[src/rtl/asp_pkg.sv]
package asp_pkg;

  // Strobes from the control section to the datapath, one system-clock cycle each
  typedef struct packed {
    logic txLoad;       // falling edge that opens a half-frame: load a new word
    logic txLeft;       // the word loaded belongs to the left channel
    logic txStep;       // any other falling edge: advance the serial output
    logic rxShift;      // rising edge: take one input bit
    logic rxTakeLeft;   // the left half has just ended: hold its word
    logic rxTakeRight;  // the right half has just ended: publish the pair
  } aspStrobe_t;

endpackage

[src/rtl/asp_ctrl.sv]
module asp_ctrl
  import asp_pkg::*;
#(
  parameter int SAMPLE_W = 16
) (
  input  logic       clk,
  input  logic       rstN,
  input  logic       sclkIn,
  input  logic       lrckIn,
  output aspStrobe_t strobe,
  output logic       frameIs64
);

  localparam int SLOT_MAX = 2 * SAMPLE_W;
  localparam int CNT_W    = $clog2(SLOT_MAX) + 1;
  localparam logic [CNT_W-1:0] WIDE_AT = CNT_W'(SAMPLE_W);

  logic             sclkQ;
  logic             lrckCur;     // frame-clock level of the half-frame in progress
  logic [CNT_W-1:0] slotCnt;     // index of the current slot in the half-frame
  logic             seenEdge;
  logic             leftGood;
  logic             wideQ;

  logic sclkRise, sclkFall, lrckMoved, halfEdge;

  always_comb begin
    sclkRise  = sclkIn & ~sclkQ;
    sclkFall  = ~sclkIn & sclkQ;
    lrckMoved = (lrckIn != lrckCur);
    halfEdge  = sclkRise & lrckMoved;

    strobe.txLoad      = sclkFall & lrckMoved;
    strobe.txLeft      = lrckIn;
    strobe.txStep      = sclkFall & ~lrckMoved;
    strobe.rxShift     = sclkRise;
    strobe.rxTakeLeft  = halfEdge & ~lrckIn & seenEdge;
    strobe.rxTakeRight = halfEdge & lrckIn & leftGood;
  end

  always_ff @(posedge clk) begin
    if (!rstN) begin
      sclkQ    <= 1'b0;
      lrckCur  <= 1'b0;
      slotCnt  <= '0;
      seenEdge <= 1'b0;
      leftGood <= 1'b0;
      wideQ    <= 1'b0;
    end else begin
      sclkQ <= sclkIn;
      if (sclkRise) begin
        if (lrckMoved) begin
          lrckCur  <= lrckIn;
          slotCnt  <= '0;
          seenEdge <= 1'b1;
          if (seenEdge) wideQ <= (slotCnt >= WIDE_AT);
          if (strobe.rxTakeLeft) leftGood <= 1'b1;
        end else if (slotCnt != '1) begin
          slotCnt <= slotCnt + 1'b1;
        end
      end
    end
  end

  assign frameIs64 = wideQ;

  // the rate flag moves only at a half-frame boundary
  assert_width_on_edge_R8: assert property (@(posedge clk) disable iff (!rstN)
    !$stable(frameIs64) |-> $past(halfEdge));

  // output advance strobes follow a high-to-low move of the bit clock
  assert_tx_on_fall_R4: assert property (@(posedge clk) disable iff (!rstN)
    (strobe.txLoad || strobe.txStep) |-> (!sclkIn && $past(sclkIn)));

endmodule

[src/rtl/asp_datapath.sv]
module asp_datapath
  import asp_pkg::*;
#(
  parameter int SAMPLE_W = 16
) (
  input  logic                clk,
  input  logic                rstN,
  input  aspStrobe_t          strobe,
  input  logic                sdtiIn,
  input  logic [SAMPLE_W-1:0] capLeft,
  input  logic [SAMPLE_W-1:0] capRight,
  output logic                sdtoOut,
  output logic [SAMPLE_W-1:0] playLeft,
  output logic [SAMPLE_W-1:0] playRight,
  output logic                playValid
);

  localparam int TXC_W = $clog2(SAMPLE_W) + 1;
  localparam logic [TXC_W-1:0] TX_DONE = TXC_W'(SAMPLE_W);

  logic [SAMPLE_W-1:0] capHoldR;   // right capture word frozen at the left opening
  logic [SAMPLE_W-1:0] txWord;
  logic [TXC_W-1:0]    txCnt;
  logic                sdtoQ;
  logic [SAMPLE_W-1:0] rxWord;
  logic [SAMPLE_W-1:0] leftHold;
  logic [SAMPLE_W-1:0] playLQ, playRQ;
  logic                validQ;
  logic [SAMPLE_W-1:0] txSrc;

  always_comb txSrc = strobe.txLeft ? capLeft : capHoldR;

  // Capture direction: MSB-justified, then low
  always_ff @(posedge clk) begin
    if (!rstN) begin
      capHoldR <= '0;
      txWord   <= '0;
      txCnt    <= TX_DONE;
      sdtoQ    <= 1'b0;
    end else if (strobe.txLoad) begin
      if (strobe.txLeft) capHoldR <= capRight;
      sdtoQ  <= txSrc[SAMPLE_W-1];
      txWord <= {txSrc[SAMPLE_W-2:0], 1'b0};
      txCnt  <= TXC_W'(1);
    end else if (strobe.txStep) begin
      if (txCnt < TX_DONE) begin
        sdtoQ  <= txWord[SAMPLE_W-1];
        txWord <= {txWord[SAMPLE_W-2:0], 1'b0};
        txCnt  <= txCnt + 1'b1;
      end else begin
        sdtoQ <= 1'b0;
      end
    end
  end

  // Playback direction: the newest 16 bits always sit in rxWord
  always_ff @(posedge clk) begin
    if (!rstN) begin
      rxWord   <= '0;
      leftHold <= '0;
      playLQ   <= '0;
      playRQ   <= '0;
      validQ   <= 1'b0;
    end else begin
      if (strobe.rxShift)    rxWord   <= {rxWord[SAMPLE_W-2:0], sdtiIn};
      if (strobe.rxTakeLeft) leftHold <= rxWord;
      validQ <= strobe.rxTakeRight;
      if (strobe.rxTakeRight) begin
        playLQ <= leftHold;
        playRQ <= rxWord;
      end
    end
  end

  assign sdtoOut   = sdtoQ;
  assign playLeft  = playLQ;
  assign playRight = playRQ;
  assign playValid = validQ;

  assert_tail_low_R5: assert property (@(posedge clk) disable iff (!rstN)
    (strobe.txStep && txCnt == TX_DONE) |=> !sdtoOut);

  assert_sdto_moves_on_fall_R4: assert property (@(posedge clk) disable iff (!rstN)
    !$stable(sdtoOut) |-> $past(strobe.txLoad || strobe.txStep));

  assert_left_msb_first_R2: assert property (@(posedge clk) disable iff (!rstN)
    (strobe.txLoad && strobe.txLeft) |=> (sdtoOut == $past(capLeft[SAMPLE_W-1])));

  assert_valid_single_R9: assert property (@(posedge clk) disable iff (!rstN)
    playValid |=> !playValid);

  assert_play_hold_R9: assert property (@(posedge clk) disable iff (!rstN)
    (!$stable(playLeft) || !$stable(playRight)) |-> playValid);

endmodule

[src/rtl/audio_serial_port.sv]
module audio_serial_port
  import asp_pkg::*;
#(
  parameter int SAMPLE_W = 16
) (
  input  logic                clk,
  input  logic                rstN,
  input  logic                sclkIn,
  input  logic                lrckIn,
  input  logic                sdtiIn,
  input  logic [SAMPLE_W-1:0] capLeft,
  input  logic [SAMPLE_W-1:0] capRight,
  output logic                sdtoOut,
  output logic [SAMPLE_W-1:0] playLeft,
  output logic [SAMPLE_W-1:0] playRight,
  output logic                playValid,
  output logic                frameIs64
);

  aspStrobe_t strobe;

  asp_ctrl #(.SAMPLE_W(SAMPLE_W)) uCtrl (
    .clk       (clk),
    .rstN      (rstN),
    .sclkIn    (sclkIn),
    .lrckIn    (lrckIn),
    .strobe    (strobe),
    .frameIs64 (frameIs64)
  );

  asp_datapath #(.SAMPLE_W(SAMPLE_W)) uData (
    .clk       (clk),
    .rstN      (rstN),
    .strobe    (strobe),
    .sdtiIn    (sdtiIn),
    .capLeft   (capLeft),
    .capRight  (capRight),
    .sdtoOut   (sdtoOut),
    .playLeft  (playLeft),
    .playRight (playRight),
    .playValid (playValid)
  );

endmodule

[config.mk]
export PLATFORM = sky130hd
export DESIGN_NAME = audio_serial_port
export DESIGN_NICKNAME = d
export VERILOG_FILES = /design/src/rtl/asp_pkg.sv /design/src/rtl/asp_ctrl.sv /design/src/rtl/asp_datapath.sv /design/src/rtl/audio_serial_port.sv
export SDC_FILE = /design/constraint.sdc
export NUM_CORES = 1
export LEC_CHECK = 0
export CORE_ASPECT_RATIO = 1.75
export CORE_MARGIN = 2
export CORE_UTILIZATION = 54
export DETAILED_ROUTE_END_ITERATION = 6
export GPL_TIMING_DRIVEN = 0
export PLACE_DENSITY_LB_ADDON = 0.2
export SKIP_LAST_GASP = 1
export SLEW_MARGIN = 25
export SYNTH_ARGS = -nofsm -noshare
export SYNTH_HDL_FRONTEND = slang
export SYNTH_SLANG_ARGS = --single-unit
[constraint.sdc]
create_clock -name clk -period 1.42 [get_ports clk]
set_input_delay 0.284 -clock clk [delete_from_list [all_inputs] [get_ports clk]]
set_output_delay 0.284 -clock clk [all_outputs]
set_load 0.005 [all_outputs]
After elaboration in Yosys (flattened, before gate mapping)
Index checks and enable logic that the tools add are counted.
W data, S select, Z words.

storage, ports and cells
  flip-flop bits (word level) = 113
  bits of input ports = 37
  output and inout bits = 35
  word-level logic and storage cells = 59

operators by class
  add/sub/neg operators = 2
  $lt $le $gt $ge = 2
  equal/unequal tests = 2
  multiplexer cells = 12
  bitwise operators = 14
  reductions and logical operators = 11

operators by type and width
  operator               count
  $mux W16               4
  $mux W5                3
  $mux W6                2
  $reduce_and A2 Y1      5
  $and A1 B1 Y1          9
  $add A6 B1 Y6 const B  1
  $ge A6 B5 Y1 const B   1
  $ne A6 B6 Y1 const B   1
  $reduce_and A3 Y1      2
  $reduce_bool A2 Y1     3
  $add A5 B1 Y5 const B  1
  $lt A5 B5 Y1 const B   1
  $not A1 Y1             5
  $mux W1                3
  $reduce_or A2 Y1       1
  $ne A1 B1 Y1           1

Longest topological paths before layout
  depth in word-level cells = 6
  mapped depth = 6
  gate-level depth less buffers = 4

By module
Synthesis repeated with hierarchy kept, for this count alone.

second synthesis, totals
  cell total of the unflattened synthesis = 457
  area, all modules = 4703.3 sq um

modules (own cells, without submodules)
  module        instances  cells an instance  area each (sq um)  seq. area each (sq um)
  asp_datapath  1          392                4115.2             2042.0
  asp_ctrl      1          65                 588.1              220.2

Worst setup path before layout
OpenSTA, ideal clock, no wires.

  kind = flip-flop to flip-flop
  start = reg uCtrl.lrckCur
  end = reg uCtrl.slotCnt[0]
  library setup time = 0.083 ns
  data arrival time = 1.208 ns
  required time = 1.337 ns
  setup slack = 0.129 ns
  cell stages (with the launch flop) = 5
  buffers on the path = 1
  period minus slack after synthesis = 1.291 ns
  cell sequence = dfxtp_1 buf_6 xor2_1 or4_1 o221ai_1

between the ends
  longest elaborated chain between the ends = 3
  elaborated cells on any way between the ends = 4
  classes of those cells = eq/ne (1); mux (1); reduce/logical (2)

ends and longest elaborated chain
  what                                 line            RTL
  from (decl)                          asp_ctrl.sv:19  logic lrckCur;
  from (signal assigned)               asp_ctrl.sv:53  lrckCur <= lrckIn;
  $ne A1 B1 Y1 (*)                     asp_ctrl.sv:30  lrckMoved = (lrckIn != lrckCur);
  $reduce_bool A2 Y1 (no source line)  -
  $reduce_and A2 Y1 (no source line)   -
  to (signal assigned)                 asp_ctrl.sv:59  slotCnt <= slotCnt + 1'b1;
  to (decl)                            asp_ctrl.sv:20  logic [CNT_W-1:0] slotCnt;

Mark *: on every way between the ends. The rest lies on a longest branch, timed or not.
A chain may end at the register's enable or synchronous reset.

Worst setup path after layout
  start = reg uCtrl.lrckCur
  end = reg uData.txCnt[0]

between the ends
  longest elaborated chain between the ends = 5
  elaborated cells on any way between the ends = 8
  classes of those cells = eq/ne (1); mux (1); bitwise (3); reduce/logical (3)

ends and longest elaborated chain
  what                                 line                RTL
  $ne A1 B1 Y1 (*)                     asp_ctrl.sv:30
  $not A1 Y1                           asp_ctrl.sv:35      strobe.txStep = sclkFall & ~lrckMoved;
  $and A1 B1 Y1                        asp_ctrl.sv:35
  $reduce_bool A2 Y1 (no source line)  -
  $reduce_and A2 Y1 (no source line)   -
  to (signal assigned)                 asp_datapath.sv:49  txCnt <= txCnt + 1'b1;
  to (decl)                            asp_datapath.sv:23  logic [TXC_W-1:0] txCnt;

Marked as above.

==> summary.json <==
{
  "global_routing": {
    "grt_pass1_vias": 4701,
    "grt_max_degree": 18,
    "global_route_wire_length_before_repair_mm": 21.1,
    "grt_antenna_before_repair": 0,
    "grt.total_usage_pct": 28.3,
    "grt.overflow.total": 0
  },
  "cells_and_area": {
    "multiInputGateArea_sq_mm": 0.00242,
    "proportion_of_layout_cells_with_a_drive_suffix_above_1_pct": 16.3,
    "layout.cells.non_filler": 791,
    "final-seq-area_sq_mm": 0.00227,
    "diodes": 0,
    "fill_cells": 659,
    "postLayoutCellArea_sq_mm": 0.00652,
    "syn_to_final_growth_pct": 34.6,
    "final_net_count": 701
  },
  "logic_synthesis": {
    "syn-instance-count": 572,
    "synthDistinctLibCells": 45,
    "post_syn_nets": 611,
    "ys_async_sr_fraction_pct": 0,
    "mappedNetlistArea_sq_mm": 0.00484,
    "ys.warnings.count": 0,
    "dominantRegCellSynth": "sky130_fd_sc_hd__dfxtp_1",
    "synth.avg_cell_area_sq_um": 8.47,
    "ys_seq_elements": 113,
    "synth_edf_count": 0,
    "synth-seq-area-share_pct": 46.7
  },
  "floorplan": {
    "die_y_microns": 129,
    "floorplan.io_pins": 72,
    "start_util_pct": 55.5,
    "design.core.area_sq_mm": 0.00873,
    "fp.dieW_microns": 75.6,
    "fp-row-count": 45,
    "design.die.area_sq_mm": 0.00978
  },
  "pwr": {
    "power.density_mw_per_mm2": 1260,
    "vdd.ir_drop.worst_uv": 1110,
    "cellLeakagePower_nw": 2.30
  },
  "critical_path": {
    "start_kind": "flop",
    "worst-endpoint-required_ns": 1.72,
    "critPathArrivalTime_ns": 1.77,
    "worst-setup-path-type": "reg -> reg",
    "critPathMaxFanout": 10,
    "end_kind": "flop"
  },
  "routing": {
    "first_pass_iters": 5,
    "vias": 4586,
    "dr.first_iter.drc_count": 288,
    "routedWlPerCell_microns": 16.6,
    "drt.antenna.violating_nets": 0,
    "route.final.wire_length_mm": 13.2,
    "drcViolationCount": 0,
    "post_drt_via_cell_ratio": 5.80
  },
  "sta": {
    "setup_repair_after_global_routing_missed_its_margin": "true",
    "timing.final.crit_period_ns": 1.47,
    "fmax_mhz": 678,
    "timing.clock.skew_ns": 0.00677,
    "total_negative_slack_for_setup_checks_ns": -0.0604,
    "timing.slew.headroom_pct": 59.2,
    "setup_slack_ns": -0.0543,
    "drv_slew": 0,
    "finalSetupViolations": 3,
    "max_slew.worst_pin.slew_ns": 0.613,
    "fin_crit_share_pct": 104,
    "hold_violations": 0
  },
  "placed_design": {
    "postPlaceCellArea_sq_mm": 0.00569,
    "place.port_buffers": 70,
    "routability_congestion_estimate": 0.900,
    "dp_hpwl_mm": 9.47,
    "place_worst_setup_slack_ns": -0.685,
    "post-place-cells": 759
  },
  "clocking": {
    "hold_bufs_inserted_after_cts": 0,
    "cts_root_buffer": "sky130_fd_sc_hd__clkbuf_16",
    "numCtsBuffers": 17,
    "max-clock-path-buffers": 2,
    "tritoncts": "yes",
    "cts_max_level": 4,
    "clock_insertion_delay_worst_skew_ns": 0.41,
    "clk_transition_reported_paths_ns": 0.05,
    "numClockSinks": 113
  },
  "worst_hold_path": {
    "hold_class": "in -> reg"
  },
  "status": {
    "run_status": "finished, violations left",
    "violations": "setup timing"
  },
  "run": {
    "cap_violations": 0
  }
}
==> report_power, final <==
| part | switching [mW] | total, mW | leakage (nW) | internal (mW) |
|---|---|---|---|---|
| sequential | 0.0307 | 3.25 | 0.915 | 3.22 |
| combinational | 0.324 | 0.592 | 1.09 | 0.268 |
| clock | 1.44 | 4.39 | 0.292 | 2.95 |
==> area by class of cell <==
cell class              count  share of cell area, %
inverters                   7                  0.403
repair buffers             76                   10.8
clock buffers              20                   6.85
well taps                 117                   2.24
plain buffers              53                   5.26
flip-flops and latches    113                   34.8
clock inverters            11                   2.49
multi-input cells         394                   37.2
==> cell usage after synthesis (all sizes together) (2+ instances only) <==
cell / count / area [sq um]
o2111a: 16 / 180
nor3: 4 / 20.0
o21ai: 66 / 330
nand2b: 2 / 20.0
nand2: 74 / 278
dfxtp: 113 / 2260
inv: 7 / 26.3
nand3: 50 / 250
buf: 30 / 186
nand4: 3 / 18.8
nor2b: 2 / 12.5
nand4bb: 3 / 33.8
a31oi: 2 / 12.5
nor3b: 29 / 218
or4: 3 / 22.5
ha: 2 / 25.0
clkbuf: 28 / 105
a41oi: 2 / 17.5
o221ai: 2 / 17.5
a211oi: 4 / 30.0
and2b: 2 / 15.0
nand3b: 14 / 105
and2: 3 / 18.8
a31o: 2 / 17.5
a21oi: 89 / 457
and4bb: 3 / 37.5
nor2: 6 / 22.5
==> cell usage in the layout, fill, tap and decap left out, types with 3 or more instances in the layout <==
| cell | Yosys | layout |
|---|---|---|
| sky130_fd_sc_hd__nand3_2 | 0 | 5 |
| sky130_fd_sc_hd__o21ai_0 | 63 | 52 |
| sky130_fd_sc_hd__a21oi_1 | 88 | 79 |
| sky130_fd_sc_hd__buf_4 | 8 | 13 |
| sky130_fd_sc_hd__clkdlybuf4s50_1 | 0 | 33 |
| sky130_fd_sc_hd__o2111a_1 | 16 | 16 |
| sky130_fd_sc_hd__nand3b_1 | 14 | 14 |
| sky130_fd_sc_hd__buf_2 | 17 | 10 |
| sky130_fd_sc_hd__buf_6 | 3 | 12 |
| sky130_fd_sc_hd__dfxtp_1 | 113 | 109 |
| sky130_fd_sc_hd__nand3_1 | 50 | 44 |
| sky130_fd_sc_hd__clkinvlp_4 | 0 | 3 |
| sky130_fd_sc_hd__dlygate4sd2_1 | 0 | 37 |
| sky130_fd_sc_hd__nand2_1 | 74 | 74 |
| sky130_fd_sc_hd__nor3_1 | 4 | 4 |
| sky130_fd_sc_hd__clkinv_2 | 0 | 4 |
| sky130_fd_sc_hd__o21ai_1 | 3 | 13 |
| sky130_fd_sc_hd__or4_1 | 3 | 3 |
| sky130_fd_sc_hd__nor3b_2 | 0 | 3 |
| sky130_fd_sc_hd__clkbuf_1 | 28 | 18 |
| sky130_fd_sc_hd__inv_1 | 6 | 6 |
| sky130_fd_sc_hd__bufinv_16 | 0 | 4 |
| sky130_fd_sc_hd__dfxtp_2 | 0 | 4 |
| sky130_fd_sc_hd__a21oi_2 | 0 | 9 |
| sky130_fd_sc_hd__nand4_1 | 3 | 3 |
| sky130_fd_sc_hd__and2_1 | 3 | 3 |
| sky130_fd_sc_hd__a211oi_1 | 4 | 4 |
| sky130_fd_sc_hd__clkbuf_2 | 0 | 4 |
| sky130_fd_sc_hd__nor2_1 | 6 | 6 |
| sky130_fd_sc_hd__nor3b_1 | 29 | 26 |
| sky130_fd_sc_hd__clkbuf_16 | 0 | 17 |
==> critical path, stage by stage, from the launching register on <==
cell                      delay [ns]
sky130_fd_sc_hd__dfxtp_2        0.33
sky130_fd_sc_hd__buf_6          0.14
sky130_fd_sc_hd__xnor2_4        0.32
sky130_fd_sc_hd__buf_6          0.20
sky130_fd_sc_hd__nand2_1        0.13
sky130_fd_sc_hd__a22o_1         0.23
==> logic make-up after synthesis <==
group	count (synthesis)	share of synthesized area, %
buf+inv	65	6.56
compound gates	190	23.1
simple gates	200	22.4
xor+xnor	2	0.749
fa+ha+maj	2	0.516
flops	113	46.7
==> stage by stage <==
step	hold slack (ns)	power, mW	util [%]
floorplan	0.420	3.62	-
global placement	0.443	3.82	65.2
detailed placement	0.448	3.84	65.2
CTS	0.282	8.20	72.8
global route	0.299	8.42	74.7
finish	0.282	8.23	74.7
==> repair_timing <==
item	in CTS	in global routing
cloned	1	2
pin swaps	2	8
setup buffers	1	2
gates resized for setup	68	66
setup endpoints to repair	126	95
==> per-layer routing <==
layer	GRT usage [%]	routed length (microns)
met1	25.7	4400
met2	53.4	7580
met3	7.00	563
met4	16.5	620
met5	0	0
==> state kept, by name, indices dropped and copies added, names as in the netlist <==
signal,cells
uData.txCnt,5
uData.leftHold,16
uData.playLeft,16
uCtrl.frameIs64,1
uCtrl.sclkQ,1
uData.txWord,15
uCtrl.seenEdge,1
uData.playValid,1
uData.capHoldR,16
uData.sdtoOut,1
uCtrl.leftGood,1
uCtrl.slotCnt,6
uData.rxWord,16
uCtrl.lrckCur,1
uData.playRight,16
==> final timing paths <==
kind | endpoint | start | cells past startpoint | slack, ns
setup / recovery | uData.txCnt[0] | uCtrl.lrckCur | 5 | -0.05
hold / removal | uCtrl.slotCnt[0] | rstN | 3 | 0.28
setup reg to reg | uData.txCnt[0] | uCtrl.lrckCur | 5 | -0.05
hold reg to reg | uData.capHoldR[11] | uData.capHoldR[11] | 2 | 0.45
(Power assumes the default switching activity.)
